===== config.mk =====
export PLATFORM = sky130hd
export DESIGN_NAME = dsp_power_sequencer
export DESIGN_NICKNAME = d
export VERILOG_FILES = /design/src/rtl/pwrseq_pkg.sv /design/src/rtl/pwrseq_ctrl.sv /design/src/rtl/pwrseq_datapath.sv /design/src/rtl/dsp_power_sequencer.sv
export SDC_FILE = /design/constraint.sdc
export NUM_CORES = 1
export LEC_CHECK = 0
export ABC_AREA = 1
export CORE_UTILIZATION = 56
export CTS_CLUSTER_SIZE = 16
export DETAILED_ROUTE_END_ITERATION = 10
export GPL_TIMING_DRIVEN = 0
export HOLD_SLACK_MARGIN = 0.02
export PLACE_DENSITY = 0.86
export SETUP_SLACK_MARGIN = 0.15
export SLEW_MARGIN = 20
export SYNTH_ARGS = -nofsm -noshare
export SYNTH_HDL_FRONTEND = slang
export SYNTH_SLANG_ARGS = --single-unit

===== constraint.sdc =====
create_clock -name clk -period 3.1 [get_ports clk]
set_input_delay 0.93 -clock clk [delete_from_list [all_inputs] [get_ports clk]]
set_output_delay 0.93 -clock clk [all_outputs]
set_load 0.01 [all_outputs]

===== src/rtl/pwrseq_pkg.sv =====
package pwrseq_pkg;

  typedef enum logic [4:0] {
    S_IDLE,
    S_STRAP,
    S_RESETS,
    S_XO_EN,
    S_XO_POLL,
    S_HS_ON,
    S_HS_WAIT,
    S_LDO,
    S_QMC,
    S_MEM_WAKE,
    S_MEM_STEP,
    S_MEM_WAIT,
    S_WL,
    S_IO,
    S_DONE,
    S_STOP_CLAMP,
    S_STOP_RST
  } seq_state_t;

  // One-cycle commands from the controller to the datapath
  typedef struct packed {
    logic loadStrap;
    logic safeAll;
    logic assertRst;
    logic xoOn;
    logic loadWait;
    logic pollClr;
    logic pollInc;
    logic hsOn;
    logic ldoOn;
    logic qmcOff;
    logic memWake;
    logic memStep;
    logic wlOff;
    logic ioOff;
    logic clampAll;
    logic restartOn;
  } seq_strobe_t;

endpackage


===== src/rtl/pwrseq_ctrl.sv =====
module pwrseq_ctrl
  import pwrseq_pkg::*;
(
  input  logic        clk,
  input  logic        rst,
  input  logic        startReq,
  input  logic        stopReq,
  input  logic        xtalBranchOff,
  input  logic        waitDone,
  input  logic        pollLast,
  input  logic        memAllOn,
  output seq_strobe_t stb,
  output logic        busy,
  output logic        done,
  output logic        error
);

  seq_state_t state, nextState;
  logic errSet, errClr;

  always_comb begin
    nextState = state;
    stb       = '0;
    errSet    = 1'b0;
    errClr    = 1'b0;
    unique case (state)
      S_IDLE: begin
        if (startReq) begin
          nextState = S_STRAP;
          errClr    = 1'b1;
        end else if (stopReq) begin
          nextState = S_STOP_CLAMP;
        end
      end
      S_STRAP: begin
        stb.loadStrap = 1'b1;
        stb.safeAll   = 1'b1;
        nextState     = S_RESETS;
      end
      S_RESETS: begin
        stb.assertRst = 1'b1;
        nextState     = S_XO_EN;
      end
      S_XO_EN: begin
        stb.xoOn     = 1'b1;
        stb.loadWait = 1'b1;
        stb.pollClr  = 1'b1;
        nextState    = S_XO_POLL;
      end
      S_XO_POLL: begin
        if (waitDone) begin
          if (!xtalBranchOff) begin
            nextState = S_HS_ON;
          end else if (pollLast) begin
            nextState = S_IDLE;
            errSet    = 1'b1;
          end else begin
            stb.pollInc  = 1'b1;
            stb.loadWait = 1'b1;
          end
        end
      end
      S_HS_ON: begin
        stb.hsOn     = 1'b1;
        stb.loadWait = 1'b1;
        nextState    = S_HS_WAIT;
      end
      S_HS_WAIT: begin
        if (waitDone) nextState = S_LDO;
      end
      S_LDO: begin
        stb.ldoOn = 1'b1;
        nextState = S_QMC;
      end
      S_QMC: begin
        stb.qmcOff = 1'b1;
        nextState  = S_MEM_WAKE;
      end
      S_MEM_WAKE: begin
        stb.memWake = 1'b1;
        nextState   = S_MEM_STEP;
      end
      S_MEM_STEP: begin
        stb.memStep  = 1'b1;
        stb.loadWait = 1'b1;
        nextState    = S_MEM_WAIT;
      end
      S_MEM_WAIT: begin
        if (waitDone) nextState = memAllOn ? S_WL : S_MEM_STEP;
      end
      S_WL: begin
        stb.wlOff = 1'b1;
        nextState = S_IO;
      end
      S_IO: begin
        stb.ioOff = 1'b1;
        nextState = S_DONE;
      end
      S_DONE: nextState = S_IDLE;
      S_STOP_CLAMP: begin
        stb.clampAll = 1'b1;
        nextState    = S_STOP_RST;
      end
      S_STOP_RST: begin
        stb.restartOn = 1'b1;
        nextState     = S_IDLE;
      end
      default: nextState = S_IDLE;
    endcase
  end

  always_ff @(posedge clk) begin
    if (rst) begin
      state <= S_IDLE;
      error <= 1'b0;
    end else begin
      state <= nextState;
      if (errSet)      error <= 1'b1;
      else if (errClr) error <= 1'b0;
    end
  end

  assign busy = (state != S_IDLE) && (state != S_DONE);
  assign done = (state == S_DONE);

  // done never lasts two cycles
  p_done_pulse_r9: assert property (@(posedge clk) disable iff (rst)
    done |=> !done);

  // an error is only ever reported while the sequencer is not running
  p_error_idle_r11: assert property (@(posedge clk) disable iff (rst)
    error |-> !busy);

  // the clamp step is always followed by the restart step
  p_stop_order_r8: assert property (@(posedge clk) disable iff (rst)
    (state == S_STOP_CLAMP) |=> (state == S_STOP_RST));

endmodule


===== src/rtl/pwrseq_datapath.sv =====
module pwrseq_datapath
  import pwrseq_pkg::*;
#(
  parameter int CYCLES_PER_US = 4,
  parameter int MAX_POLLS     = 200,
  parameter int MEM_BANKS     = 20,
  parameter int STRAP_W       = 8,
  parameter logic [STRAP_W-1:0] STRAP_VALUE = 8'h20
) (
  input  logic                 clk,
  input  logic                 rst,
  input  seq_strobe_t          stb,
  output logic                 waitDone,
  output logic                 pollLast,
  output logic                 memAllOn,
  output logic [STRAP_W-1:0]   strapOvr,
  output logic                 rstCore,
  output logic                 rstBusEn,
  output logic                 haltCore,
  output logic                 xtalBranchEn,
  output logic                 headSwitchEn,
  output logic                 regBypass,
  output logic                 clampCompMem,
  output logic                 clampWordLine,
  output logic                 clampIo,
  output logic                 l2StandbyN,
  output logic                 retainN,
  output logic [MEM_BANKS-1:0] memBankOn,
  output logic                 subsysRestart
);

  localparam int WAIT_W = $clog2(CYCLES_PER_US + 1);
  localparam int POLL_W = $clog2(MAX_POLLS + 1);
  localparam int BANK_W = (MEM_BANKS > 1) ? $clog2(MEM_BANKS) : 1;
  localparam logic [WAIT_W-1:0] WAIT_RELOAD = WAIT_W'(CYCLES_PER_US - 1);
  localparam logic [POLL_W-1:0] POLL_FINAL  = POLL_W'(MAX_POLLS - 1);
  localparam logic [BANK_W-1:0] BANK_TOP    = BANK_W'(MEM_BANKS - 1);

  logic [WAIT_W-1:0]    waitCnt;
  logic [POLL_W-1:0]    pollCnt;
  logic [BANK_W-1:0]    bankIdx;
  logic [MEM_BANKS-1:0] bankHit;

  // Shared microsecond timer
  always_ff @(posedge clk) begin
    if (rst)                waitCnt <= '0;
    else if (stb.loadWait)  waitCnt <= WAIT_RELOAD;
    else if (waitCnt != '0) waitCnt <= waitCnt - 1'b1;
  end
  assign waitDone = (waitCnt == '0);

  // Clock branch poll counter
  always_ff @(posedge clk) begin
    if (rst || stb.pollClr) pollCnt <= '0;
    else if (stb.pollInc)   pollCnt <= pollCnt + 1'b1;
  end
  assign pollLast = (pollCnt == POLL_FINAL);

  // Bank pointer, walks from the top bank down to bank 0
  always_ff @(posedge clk) begin
    if (rst || stb.safeAll) bankIdx <= BANK_TOP;
    else if (stb.memStep && bankIdx != '0) bankIdx <= bankIdx - 1'b1;
  end

  for (genvar b = 0; b < MEM_BANKS; b++) begin : g_bankHit
    assign bankHit[b] = stb.memStep && (bankIdx == BANK_W'(b));
  end

  always_ff @(posedge clk) begin
    if (rst || stb.safeAll) memBankOn <= '0;
    else                    memBankOn <= memBankOn | bankHit;
  end
  assign memAllOn = &memBankOn;

  // Rail and clamp control bits
  always_ff @(posedge clk) begin
    if (rst) begin
      strapOvr      <= '0;
      rstCore       <= 1'b1;
      rstBusEn      <= 1'b1;
      haltCore      <= 1'b1;
      xtalBranchEn  <= 1'b0;
      headSwitchEn  <= 1'b0;
      regBypass     <= 1'b0;
      clampCompMem  <= 1'b1;
      clampWordLine <= 1'b1;
      clampIo       <= 1'b1;
      l2StandbyN    <= 1'b0;
      retainN       <= 1'b0;
      subsysRestart <= 1'b1;
    end else begin
      if (stb.safeAll) begin
        rstCore       <= 1'b1;
        rstBusEn      <= 1'b1;
        haltCore      <= 1'b1;
        xtalBranchEn  <= 1'b0;
        headSwitchEn  <= 1'b0;
        regBypass     <= 1'b0;
        clampCompMem  <= 1'b1;
        clampWordLine <= 1'b1;
        clampIo       <= 1'b1;
        l2StandbyN    <= 1'b0;
        retainN       <= 1'b0;
        subsysRestart <= 1'b0;
      end
      if (stb.loadStrap) strapOvr <= STRAP_VALUE;
      if (stb.assertRst) begin
        rstCore  <= 1'b1;
        rstBusEn <= 1'b1;
        haltCore <= 1'b1;
      end
      if (stb.xoOn)    xtalBranchEn  <= 1'b1;
      if (stb.hsOn)    headSwitchEn  <= 1'b1;
      if (stb.ldoOn)   regBypass     <= 1'b1;
      if (stb.qmcOff)  clampCompMem  <= 1'b0;
      if (stb.memWake) begin
        l2StandbyN <= 1'b1;
        retainN    <= 1'b1;
      end
      if (stb.wlOff)   clampWordLine <= 1'b0;
      if (stb.ioOff)   clampIo       <= 1'b0;
      if (stb.clampAll) begin
        clampIo       <= 1'b1;
        clampWordLine <= 1'b1;
        clampCompMem  <= 1'b1;
      end
      if (stb.restartOn) subsysRestart <= 1'b1;
    end
  end

  // the poll budget is never overrun
  p_poll_bound_r3: assert property (@(posedge clk) disable iff (rst)
    pollCnt < POLL_W'(MAX_POLLS));

  // LDO bypass only with the head switch closed
  p_ldo_after_hs_r4: assert property (@(posedge clk) disable iff (rst)
    regBypass |-> headSwitchEn);

  // compiler clamp only released once the LDO is bypassed
  p_qmc_after_ldo_r5: assert property (@(posedge clk) disable iff (rst)
    !clampCompMem |-> regBypass);

  // at most one bank turns on per cycle
  p_one_bank_r6: assert property (@(posedge clk) disable iff (rst)
    (memBankOn != $past(memBankOn) && memBankOn != '0)
      |-> ($countones(memBankOn ^ $past(memBankOn)) == 1));

  // word-line clamp released only with all banks on
  p_wl_after_mem_r7: assert property (@(posedge clk) disable iff (rst)
    !clampWordLine |-> memAllOn);

  // IO clamp released only after the word-line clamp
  p_io_after_wl_r7: assert property (@(posedge clk) disable iff (rst)
    !clampIo |-> !clampWordLine);

  // restart reset rises only with every clamp in place
  p_restart_clamped_r8: assert property (@(posedge clk) disable iff (rst)
    $rose(subsysRestart) |-> (clampIo && clampWordLine && clampCompMem));

endmodule


===== src/rtl/dsp_power_sequencer.sv =====
module dsp_power_sequencer
  import pwrseq_pkg::*;
#(
  parameter int CYCLES_PER_US = 4,
  parameter int MAX_POLLS     = 200,
  parameter int MEM_BANKS     = 20,
  parameter int STRAP_W       = 8,
  parameter logic [STRAP_W-1:0] STRAP_VALUE = 8'h20
) (
  input  logic                 clk,
  input  logic                 rst,
  input  logic                 startReq,
  input  logic                 stopReq,
  input  logic                 xtalBranchOff,
  output logic [STRAP_W-1:0]   strapOvr,
  output logic                 rstCore,
  output logic                 rstBusEn,
  output logic                 haltCore,
  output logic                 xtalBranchEn,
  output logic                 headSwitchEn,
  output logic                 regBypass,
  output logic                 clampCompMem,
  output logic                 clampWordLine,
  output logic                 clampIo,
  output logic                 l2StandbyN,
  output logic                 retainN,
  output logic [MEM_BANKS-1:0] memBankOn,
  output logic                 subsysRestart,
  output logic                 busy,
  output logic                 done,
  output logic                 error
);

  seq_strobe_t stb;
  logic waitDone, pollLast, memAllOn;

  pwrseq_ctrl u_ctrl (
    .clk           (clk),
    .rst           (rst),
    .startReq      (startReq),
    .stopReq       (stopReq),
    .xtalBranchOff (xtalBranchOff),
    .waitDone      (waitDone),
    .pollLast      (pollLast),
    .memAllOn      (memAllOn),
    .stb           (stb),
    .busy          (busy),
    .done          (done),
    .error         (error)
  );

  pwrseq_datapath #(
    .CYCLES_PER_US (CYCLES_PER_US),
    .MAX_POLLS     (MAX_POLLS),
    .MEM_BANKS     (MEM_BANKS),
    .STRAP_W       (STRAP_W),
    .STRAP_VALUE   (STRAP_VALUE)
  ) u_dp (
    .clk           (clk),
    .rst           (rst),
    .stb           (stb),
    .waitDone      (waitDone),
    .pollLast      (pollLast),
    .memAllOn      (memAllOn),
    .strapOvr      (strapOvr),
    .rstCore       (rstCore),
    .rstBusEn      (rstBusEn),
    .haltCore      (haltCore),
    .xtalBranchEn  (xtalBranchEn),
    .headSwitchEn  (headSwitchEn),
    .regBypass     (regBypass),
    .clampCompMem  (clampCompMem),
    .clampWordLine (clampWordLine),
    .clampIo       (clampIo),
    .l2StandbyN    (l2StandbyN),
    .retainN       (retainN),
    .memBankOn     (memBankOn),
    .subsysRestart (subsysRestart)
  );

  // core held in reset whenever the sequence runs
  p_resets_held_r12: assert property (@(posedge clk) disable iff (rst)
    busy |-> (rstCore && rstBusEn && haltCore));

  // the clock branch is never enabled without the strap value in place
  p_strap_first_r2: assert property (@(posedge clk) disable iff (rst)
    $rose(xtalBranchEn) |-> (strapOvr == STRAP_VALUE));

endmodule


== Word-level counts from Yosys, hierarchy flattened ==
Index checks and enable logic that the tools add are counted.
Storage, ports and cells
  bits in registers: 51
  output and inout port bits: 43
Cells by class
  add/subtract/negate cells: 3
  reduce and logical (&&, ||, !) cells: 45
  bitwise gates (word level): 1
  mux-type cells: 44
  eq/ne operators: 42
Operators with widths (number)
  == test 5 x 4 -> 1 bit, second input constant: 16
  case mux 5 bit (15 select lines): 1
  == test 5 x 3 -> 1 bit, second input constant: 8
  two-way mux 5 bit: 7
  two-way mux 1 bit: 31
  == test 5 bit, second input constant: 5
  logical AND 1 bit: 22
  == test 5 x 2 -> 1 bit, second input constant: 4
  OR 20 bit: 1
  AND reduction 20 bit: 1
  nonzero test 2 bit: 9
  == test 5 x 1 -> 1 bit, second input constant: 2
  logical NOT 5 bit: 2
  nonzero test 5 bit: 2
  adder 8 x 1 -> 8 bit, second input constant: 1
  == test 8 bit, second input constant: 1
  two-way mux 2 bit: 3
  != test 2 x 1 -> 1 bit, second input constant: 3
  != test 3 bit, second input constant: 2
  OR reduction 2 bit: 3
  != test 5 x 4 -> 1 bit, second input constant: 1
  AND reduction 5 bit: 1
  subtractor 5 x 1 -> 5 bit, second input constant: 1
  logical NOT 3 bit: 1
  6 further kinds: 7

== Depth between registers and ports, before layout ==
Gate-level depths: netlist (run 1).
  depth after elaboration: 6
  mapped depth: 10

== Modules after synthesis ==
A second synthesis (run 1) with hierarchy kept.
Second synthesis, totals
  cell total of the unflattened synthesis: 365
  area total of the unflattened synthesis: 2581.2 sq um
Modules (own cells, without submodules)
  pwrseq_datapath: area each 1968.1 sq um, sequential area each 900.9 sq um, cells each 254, times used 1
  pwrseq_ctrl: area each 613.1 sq um, sequential area each 120.1 sq um, cells each 111, times used 1

== Worst setup path before layout (run 1) ==
Ideal clock, no wire load.
  path type: flip-flop to output port
  start: register u_ctrl.state[4]
  end: output busy
  arrival: 0.998 ns
  required time: 2.170 ns
  stages on the path, launching flop included: 5
  path slack: 1.172 ns
  cells stage by stage: dfxtp_1 inv_1 nand3_1 nor2_1 nor2_1
On the way
  cells in the longest elaborated chain, start to end: 2
  elaborated cells between the ends (all ways): 3
  those cells by class: 1 x eq/ne; 2 x reduce/logical
RTL lines
  from (decl): RTL line pwrseq_ctrl.sv:18  | seq_state_t state, nextState;
  from (signal assigned): RTL line pwrseq_ctrl.sv:117  | state <= nextState;
  != test 5 x 4 -> 1 bit or nonzero test 5 bit (tied branches): RTL line pwrseq_ctrl.sv:123  | assign busy = (state != S_IDLE) && (state != S_DONE);
  logical AND 1 bit (*): RTL line pwrseq_ctrl.sv:123
  to (decl): RTL line dsp_power_sequencer.sv:29  | output logic busy,
Every way passes the cells marked *; elsewhere a longest branch is shown, timed or not.

== Worst setup path in the final report (run 1) ==
  start: register u_ctrl.state[2]
  end: output busy
The elaborated chain is that of the path after synthesis.

==> flow_summary.json, run 1 <==
{
  "setup_violations": 0,
  "final_antenna_net_count": 0,
  "cp-end-kind": "primary output",
  "finalSetupTns_ns": 0,
  "dp_hpwl_mm": 4.37,
  "grt_max_degree": 16,
  "die_h_um": 69.9,
  "synth_seq_cells": 51,
  "hold_path.class": "register to register",
  "critPathLaunchType": "register",
  "multiInputGateArea_mm2": 0.00130,
  "gp_congestion": 0.899,
  "clock-skew-final_ns": 0.0111,
  "insertion_delay_ns": 0.30,
  "numCtsBuffers": 5,
  "power_density_mw_per_mm2": 640,
  "seq_area_mm2": 0.00102,
  "hold_slack_ns": 0.471,
  "relSlewSlack_pct": 65.4,
  "peakVddDrop_uv": 481,
  "min_period_ns": 2.79,
  "grt_pass1_wl_mm": 9.78,
  "cp.arrival_ns": 1.86,
  "die_w_um": 69.9,
  "dp_cells": 458,
  "syn_inst": 361,
  "grt_use_total_pct": 24.9,
  "dieArea_mm2": 0.00488,
  "preCtsSetupSlack_ns": 0.566,
  "drt_iter0_drc": 165,
  "post-route-drc-count": 0,
  "post-route-period-util_pct": 90.1,
  "finalNonFillerCells": 465,
  "syn_area_mm2": 0.00258,
  "ys_seq_area_share_pct": 39.6,
  "gr-total-overflow": 0,
  "drive_gt1_share_pct": 11.6,
  "final_util_pct": 72.0,
  "initial_core_util_pct": 58.9,
  "crit_required_ns": 2.17,
  "coreArea_mm2": 0.00438,
  "drv_cap": 0,
  "max_freq_mhz": 358,
  "routed_via_density": 5.20,
  "num_antenna_cells": 0,
  "core.rowCount": 24,
  "first_global_vias": 2211,
  "synth_warnings": 0,
  "first_pass_iters": 6,
  "clkTransAtPathRegs_ns": 0.09,
  "power_mw": 2.02,
  "ios": 48,
  "syn_avg_cell_area_um2": 7.15,
  "ctsRootBufferMaster": "clkbuf_8",
  "reg2regPathDepth": 10,
  "nets": 426,
  "wl_per_cell_um": 12.3,
  "setup_ws_ns": 0.308,
  "synthDistinctLibCells": 30,
  "area_growth_pct": 22.2,
  "place_area_mm2": 0.00305,
  "cts_max_path_buffers": 2,
  "clock_sinks": 51,
  "final_area_mm2": 0.00316,
  "ctsHoldBuffers": 0,
  "fillers": 355,
  "slew_violations": 0,
  "tightestPinTransition_ns": 0.519,
  "critPathMaxFanout": 7,
  "hold_viol_final": 0,
  "power_leakage_nw": 1.36,
  "rsz0062_at_grt": "false",
  "cts_tree": "done",
  "finalWirelength_mm": 5.72,
  "status": "finished, final reports clean",
  "port_buffers": 37,
  "holdPathStages": 2,
  "cts_max_level": 2,
  "antenna_found_initial": 0,
  "worst-setup-path-type": "register to primary output",
  "vias": 2419
}
==> layer usage <==
| metal | vias up | global-route usage, % | share of wire (%) |
|---|---|---|---|
| met5 | - | 0 | 0 |
| met2 | 59 | 43.2 | 50 |
| met1 | 1116 | 31.0 | 45 |
| met4 | 0 | 8.89 | 1.1 |
| li1 | 1236 | - | - |
| met3 | 8 | 4.47 | 3.9 |
==> cells in the final DEF, fill, tap and decap left out <==
cell and count:
nand2_1 72, nor2_1 57, dfxtp_1 51, inv_1 42
clkdlybuf4s50_1 37, a21oi_1 23, nand3_1 20, buf_4 14
a31oi_1 12, conb_1 10, o21ai_0 8, ha_1 8
nand4_1 7, nor2_2 6, inv_2 5, nor2_4 5
nor3_1 5, xor2_1 5, clkbuf_8 5, nand3_2 3
clkinv_2 2, nand2_2 2, o21ai_1 2, xnor2_1 2
nand3_4 1, nor3_2 1, a21oi_2 1, clkbuf_1 1
a211oi_1 1, o22ai_1 1, nand4_2 1, nor4_1 1
clkinvlp_4 1, bufinv_16 1
==> layout make-up <==
cell class,count,share of cell area (%)
plain buffers,15,3.45
clock buffers,5,2.18
clock inverters,2,1.19
inverters,49,5.91
multi-input cells,254,41.1
flip-flops and latches,51,32.4
well taps,52,2.06
repair buffers,37,11.7
==> registers in the layout (all words and copies together), names as in the netlist <==
register            cells
u_dp.xtalBranchEn       1
u_dp.memBankOn         20
u_dp.subsysRestart      1
u_ctrl.state            5
u_dp.l2StandbyN         1
u_dp.waitCnt            3
u_ctrl.error            1
u_dp.headSwitchEn       1
u_dp.bankIdx            5
u_dp.clampCompMem       1
u_dp.clampIo            1
u_dp.strapOvr           1
u_dp.pollCnt            8
u_dp.clampWordLine      1
u_dp.regBypass          1
==> kinds of logic (layout without fill, tap and decap cells) <==
logic type,after synthesis,count (layout),share of synthesized area [%]
compound gates,48,48,10.2
flops,51,51,39.6
buf+inv,64,108,11.4
simple gates,181,181,32.3
other cells,2,10,0.291
fa+ha+maj,8,8,3.88
xor+xnor,7,7,2.38
==> what timing repair did <==
item,CTS,global route
buffers inserted,0,0
gates resized for setup,0,1
endpoints found under the setup margin,0,1
==> critical path, cell delays in order, from the launching register on <==
cell and delay (ns):
dfxtp_1 0.41, nor2_2 0.23, inv_1 0.11, nor2_1 0.26, nor2_1 0.07, clkdlybuf4s50_1 0.48
==> synthesized netlist by cell type, drive strengths merged <==
cell type	number	area, um^2
conb	2	7.51
o21ai	10	50.1
xnor2	2	17.5
ha	8	100
nand2	74	283
o22ai	1	6.26
nor3	6	35.0
buf	14	105
clkbuf	1	3.75
nor2	68	305
a211oi	1	7.51
nand4	8	56.3
xor2	5	43.8
nand3	24	148
nor4	1	6.26
clkinv	2	10.0
a31oi	12	75.1
inv	47	176
dfxtp	51	1020
a21oi	24	124
==> power breakdown <==
group / total (mW) / internal (mW) / switching, mW
combinational: 0.770 / 0.281 / 0.489
clock: 0.454 / 0.236 / 0.218
sequential: 0.795 / 0.725 / 0.0705
==> path summary, 6_finish.rpt <==
| check | startpoint | end | slack, ns |
|---|---|---|---|
| max | u_ctrl.state[2] | busy | 0.31 |
| min | u_dp.regBypass | u_dp.regBypass | 0.47 |
| max reg2reg | u_dp.waitCnt[0] | u_ctrl.state[2] | 1.45 |
| min reg2reg | u_dp.regBypass | u_dp.regBypass | 0.47 |
(Power assumes the default switching activity.)
==> inputs of run 2 (changes only) <==
--- a/config.mk
+++ b/config.mk
@@ -6,6 +6,7 @@
 export NUM_CORES = 1
 export LEC_CHECK = 0
 export ABC_AREA = 1
+export CAP_MARGIN = 40
 export CORE_UTILIZATION = 56
 export CTS_CLUSTER_SIZE = 16
 export DETAILED_ROUTE_END_ITERATION = 10
==> results of run 2 <==
The final DEF is identical to that of run 1; final timing and power are the same.
==> inputs of run 3 (changes only) <==
--- a/config.mk
+++ b/config.mk
@@ -14,6 +14,7 @@
 export HOLD_SLACK_MARGIN = 0.02
 export PLACE_DENSITY = 0.86
 export SETUP_SLACK_MARGIN = 0.15
+export SKIP_LAST_GASP = 1
 export SLEW_MARGIN = 20
 export SYNTH_ARGS = -nofsm -noshare
 export SYNTH_HDL_FRONTEND = slang
==> results of run 3 <==
The final DEF is identical to that of run 1; final timing and power are the same.
